**config.mk**
```make
export PLATFORM = sky130hd
export DESIGN_NAME = scanline_irq_timer
export DESIGN_NICKNAME = d
export VERILOG_FILES = /design/src/rtl/sirq_pkg.sv /design/src/rtl/sirq_decode.sv /design/src/rtl/sirq_step.sv /design/src/rtl/sirq_core.sv /design/src/rtl/scanline_irq_timer.sv
export SDC_FILE = /design/constraint.sdc
export NUM_CORES = 1
export LEC_CHECK = 0
export ABC_AREA = 1
export BUFFER_PORTS_ARGS = -buffer_cell sky130_fd_sc_hd__buf_2
export CORE_ASPECT_RATIO = 0.6
export CORE_MARGIN = 1
export CORE_UTILIZATION = 56
export DETAILED_ROUTE_END_ITERATION = 12
export GPL_TIMING_DRIVEN = 0
export PLACE_DENSITY = 0.79
export SLEW_MARGIN = 20
export SYNTH_ARGS = -nofsm -noshare
export SYNTH_HDL_FRONTEND = slang
export SYNTH_SLANG_ARGS = --single-unit
```
**constraint.sdc**
```tcl
create_clock -name clk -period 1.8 [get_ports clk]
set_input_delay 0.36 -clock clk [delete_from_list [all_inputs] [get_ports clk]]
set_output_delay 0.36 -clock clk [all_outputs]
set_load 0.01 [all_outputs]
```
**src/rtl/sirq_pkg.sv**
```systemverilog
package sirq_pkg;

    localparam int unsigned DATA_W = 8;
    localparam int unsigned CNT_W  = 2 * DATA_W;
    localparam int unsigned ADDR_W = 16;

    typedef enum logic [1:0] {
        SEL_NONE,
        SEL_LO,
        SEL_HI,
        SEL_CTL
    } sel_e;

    typedef struct packed {
        logic [CNT_W-1:0]  cnt;
        logic [DATA_W-1:0] ctl;
        logic              irq;
    } state_t;

endpackage

```
**src/rtl/sirq_decode.sv**
```systemverilog
module sirq_decode
    import sirq_pkg::*;
#(
    parameter logic [ADDR_W-1:0] LO_ADDR  = 16'hF000,
    parameter logic [ADDR_W-1:0] HI_ADDR  = 16'hF004,
    parameter logic [ADDR_W-1:0] CTL_ADDR = 16'hF008
) (
    input  logic              wr_en,
    input  logic [ADDR_W-1:0] wr_addr,
    output sel_e              sel
);
    always_comb begin
        sel = SEL_NONE;
        if (wr_en) begin
            if (wr_addr == LO_ADDR)
                sel = SEL_LO;
            else if (wr_addr == HI_ADDR)
                sel = SEL_HI;
            else if (wr_addr == CTL_ADDR)
                sel = SEL_CTL;
        end
    end
endmodule

```
**src/rtl/sirq_step.sv**
```systemverilog
module sirq_step
    import sirq_pkg::*;
#(
    parameter int unsigned STEP = 113
) (
    input  logic [CNT_W-1:0] cnt_in,
    output logic             fire,
    output logic [CNT_W-1:0] cnt_out
);
    localparam logic [CNT_W-1:0] STEP_V = CNT_W'(STEP);

    always_comb begin
        fire    = (cnt_in <= STEP_V);
        cnt_out = fire ? '0 : (cnt_in - STEP_V);
    end
endmodule

```
**src/rtl/sirq_core.sv**
```systemverilog
module sirq_core
    import sirq_pkg::*;
#(
    parameter int unsigned STEP   = 113,
    parameter int unsigned EN_BIT = 1
) (
    input  logic              clk,
    input  logic              rst,
    input  sel_e              sel,
    input  logic [DATA_W-1:0] wr_data,
    input  logic              line_tick,
    output logic [CNT_W-1:0]  cnt_q_o,
    output logic [DATA_W-1:0] ctl_q_o,
    output logic              irq_q_o
);
    state_t           st_d, st_q;
    logic             step_fire;
    logic [CNT_W-1:0] step_cnt;

    sirq_step #(.STEP(STEP)) u_step (
        .cnt_in (st_q.cnt),
        .fire   (step_fire),
        .cnt_out(step_cnt)
    );

    always_comb begin
        st_d = st_q;
        unique case (sel)
            SEL_LO:  st_d.cnt[DATA_W-1:0]     = wr_data;
            SEL_HI:  st_d.cnt[CNT_W-1:DATA_W] = wr_data;
            SEL_CTL: begin
                st_d.ctl = wr_data;
                st_d.irq = 1'b0;
            end
            default: begin
                if (line_tick && st_q.ctl[EN_BIT]) begin
                    st_d.cnt = step_cnt;
                    if (step_fire)
                        st_d.irq = 1'b1;
                end
            end
        endcase
    end

    always_ff @(posedge clk) begin
        if (rst)
            st_q <= '0;
        else
            st_q <= st_d;
    end

    assign cnt_q_o = st_q.cnt;
    assign ctl_q_o = st_q.ctl;
    assign irq_q_o = st_q.irq;
endmodule

```
**src/rtl/scanline_irq_timer.sv**
```systemverilog
module scanline_irq_timer
    import sirq_pkg::*;
#(
    parameter logic [ADDR_W-1:0] LO_ADDR  = 16'hF000,
    parameter logic [ADDR_W-1:0] HI_ADDR  = 16'hF004,
    parameter logic [ADDR_W-1:0] CTL_ADDR = 16'hF008,
    parameter int unsigned       STEP     = 113,
    parameter int unsigned       EN_BIT   = 1
) (
    input  logic              clk,
    input  logic              rst,
    input  logic              wr_en,
    input  logic [ADDR_W-1:0] wr_addr,
    input  logic [DATA_W-1:0] wr_data,
    input  logic              line_tick,
    output logic              irq
);
    sel_e              sel_w;
    logic [CNT_W-1:0]  cnt_w;
    logic [DATA_W-1:0] ctl_w;

    sirq_decode #(
        .LO_ADDR (LO_ADDR),
        .HI_ADDR (HI_ADDR),
        .CTL_ADDR(CTL_ADDR)
    ) u_dec (
        .wr_en  (wr_en),
        .wr_addr(wr_addr),
        .sel    (sel_w)
    );

    sirq_core #(
        .STEP  (STEP),
        .EN_BIT(EN_BIT)
    ) u_core (
        .clk      (clk),
        .rst      (rst),
        .sel      (sel_w),
        .wr_data  (wr_data),
        .line_tick(line_tick),
        .cnt_q_o  (cnt_w),
        .ctl_q_o  (ctl_w),
        .irq_q_o  (irq)
    );
endmodule

```
==> impl_metrics.json <==
{
  "required_ps": 1950,
  "cts-hold-fix-buffers": 0,
  "area_delta_synth_final_pct": 14.22,
  "r2r_start": "u_core.cnt_q_o[0]",
  "ctsResizeCount": 0,
  "slew_violations": 0,
  "ff2ff_path_depth": 11,
  "dp.cells": 353,
  "detail-route-antenna-nets": 0,
  "drtPass1Iterations": 5,
  "end_kind": "flip-flop",
  "grt_max_degree": 11,
  "clock_latency_ps": 250,
  "grtUsageTotal_pct": 29.87,
  "synth_cells": 287,
  "drt_wl_total_um": 4302,
  "h-tree-depth": 1,
  "p_leak_nw": 0.9849,
  "start_util_pct": 63.11,
  "viasPerCell": 5.281,
  "synthAdderAreaFrac_pct": 1.489,
  "post-cts-setup-buffers": 0,
  "yosys.area_share.xor_xnor_pct": 2.606,
  "cp-start-kind": "flip-flop",
  "routedWlPerCell_um": 12.08,
  "ys_types": 28,
  "cts_tree": "done",
  "seq_area_frac_synth_pct": 21.44,
  "worst_pin_slew_ps": 475.7,
  "synth.yosys.warnings": 0,
  "dieArea_um2": 3231,
  "timing.rr.end": "u_core.cnt_q_o[8]",
  "r2r_slack_ps": 150,
  "muxShareOfSynthArea_pct": 0,
  "initialDrtViolationCount": 182,
  "clk_pin_slew_ps": 70,
  "post-route-period-util_pct": 91.71,
  "setup_viol": 0,
  "crit_fanout": 5,
  "critPathKind": "flip-flop to flip-flop",
  "placed_cell_area_um2": 1861,
  "syn-cell-area_um2": 1680,
  "setup_tns_ps": 0,
  "cp_data_arrival_time_ps": 1800,
  "die_h_um": 44.43,
  "synth_compound_area_share_pct": 2.606,
  "cts.sinks": 18,
  "antenna_found_initial": 0,
  "place_congestion": 0.9768,
  "worst_clock_skew_ps": 1.961,
  "synth_simple_gate_area_share_pct": 61.95,
  "num_antenna_cells": 0,
  "rsz0062_at_grt": "false",
  "fin_cells": 356,
  "core.rowCount": 14,
  "drive_above_1_share_pct": 22.15,
  "ioPinCount": 29,
  "core-area_um2": 2663,
  "power_density_nw_per_um2": 393.9,
  "setup.worst_path.end": "u_core.cnt_q_o[8]",
  "drv_cap": 0,
  "ir_worst_vdd_mv": 0.2872,
  "syn_nets": 317,
  "avgSynthCellArea_um2": 5.855,
  "drc": 0,
  "maxSlewHeadroom_pct": 68.29,
  "grt.overflow.total": 0,
  "dieWidth_um": 72.72,
  "cts_buffers": 3,
  "grt_pass1_vias": 1590,
  "fin_area_um2": 1919,
  "synth-seq-cells": 18,
  "grt_pass1_wl_um": 7272,
  "synth_top_family_by_area": "simple AND/OR/NAND/NOR gates",
  "cts_max_path_buffers": 2,
  "fillerInstances": 242,
  "final_nets": 348,
  "max_freq_ghz": 0.6057,
  "hold_violations": 0,
  "crit_start": "u_core.cnt_q_o[0]",
  "via_count": 1880,
  "cts-root-buf": "clkbuf_8",
  "fin_crit_ps": 1651,
  "dp_hpwl_um": 3386,
  "outcome": "completed",
  "hold_start": "wr_data[1]",
  "port_buffers": 26,
  "hp-class": "input pin to flip-flop"
}
sequential cells by signal (all words and copies together), names as in the netlist:
signal / count
u_core.ctl_q_o: 1
u_core.cnt_q_o: 16
u_core.irq_q_o: 1
per-layer routing:
metal,wire [um],global-route usage (%),part of all wire [%],vias up
met5,0,0,0,-
met3,352,4.784,8.2,4
li1,-,-,-,967
met4,15,3.529,0.35,0
met1,2211,47.22,51,846
met2,1723,43.18,40,63
logic make-up after synthesis:
group,count (synthesis)
simple gates,218
fa+ha+maj,2
compound gates,7
xor+xnor,5
buf+inv,37
flops,18
worst min-delay path by stage:
stage / endpoint / slack [ps] / cells after the start
floorplan: u_core.ctl_q_o[1] / 430 / 2
finish: u_core.ctl_q_o[1] / 420 / 3
CTS: u_core.ctl_q_o[1] / 420 / 3
detailed placement: u_core.ctl_q_o[1] / 450 / 2
global placement: u_core.ctl_q_o[1] / 450 / 2
global route: u_core.ctl_q_o[1] / 410 / 3
power by group:
part           leakage (nW)  internal [mW]  switching [mW]
sequential            0.145          0.398      0.00000741
combinational         0.818         0.0298          0.0414
clock                0.0216          0.149           0.138
critical path, cell delays in order (launching register included):
cell	delay (ps)
dfxtp_1	330
inv_1	120
ha_1	220
nand2_2	110
nand2_2	130
nand3_2	90
nand2_2	200
nor2_4	70
nand2_1	60
nand2_1	60
nor2_1	110
nor2_1	60
placed cells by master (no fill, tap or decap), drive strengths merged:
cell,Yosys,routed
inv,31,31
a21oi,2,2
nand2,102,102
ha,2,2
clkinv,1,1
a21o,2,2
o21ai,1,1
a31oi,1,1
nor2,70,70
a211oi,1,1
xnor2,1,1
nand3b,1,1
nand4,18,18
nor3,1,1
dfxtp,18,18
nand3,26,26
buf,4,30
xor2,4,4
clkbuf,1,4
metrics by stage:
step | power [mW] | hold WS (ps) | setup WS, ps | util, %
after floorplan | 0.4376 | 434.0 | 326.5 | -
after global placement | 0.4767 | 451.1 | 25.91 | 69.88
after CTS | 0.7580 | 416.4 | 39.39 | 71.43
after detailed placement | 0.4777 | 447.4 | 31.67 | 69.88
after global routing | 0.7815 | 411.8 | 15.39 | 72.09
final | 0.7561 | 422.9 | 149.1 | 72.09
cell type report:
class                   instances  area [um^2]  area share [%]
flip-flops and latches         18        360.3           18.77
inverters                      32        120.1           6.258
plain buffers                   5        46.29           2.412
well taps                      40        50.05           2.608
clock buffers                   3        41.29           2.151
repair buffers                 26        130.1           6.780
multi-input cells             232         1171           61.02
synth_stat cells:
library cell / count / area share (%)
nand2_4: 3 / 2.0
a21oi_1: 2 / 0.60
a31oi_1: 1 / 0.37
nand2_1: 88 / 20
nand3_1: 21 / 6.3
nand2_2: 11 / 4.1
xor2_1: 4 / 2.1
nand3b_1: 1 / 0.45
nand3_2: 4 / 2.4
dfxtp_1: 18 / 21
ha_1: 2 / 1.5
nand3_4: 1 / 1.0
nor2_1: 59 / 13
inv_2: 4 / 0.89
nand4_1: 18 / 6.7
inv_1: 27 / 6.0
clkinv_1: 1 / 0.22
buf_6: 2 / 1.3
nor2_2: 5 / 1.9
o21ai_1: 1 / 0.30
nor2_4: 6 / 4.0
buf_2: 1 / 0.30
a211oi_1: 1 / 0.45
clkbuf_1: 1 / 0.22
buf_8: 1 / 0.89
nor3_1: 1 / 0.30
xnor2_1: 1 / 0.52
a21o_1: 2 / 0.89
(Power assumes the default switching activity.)
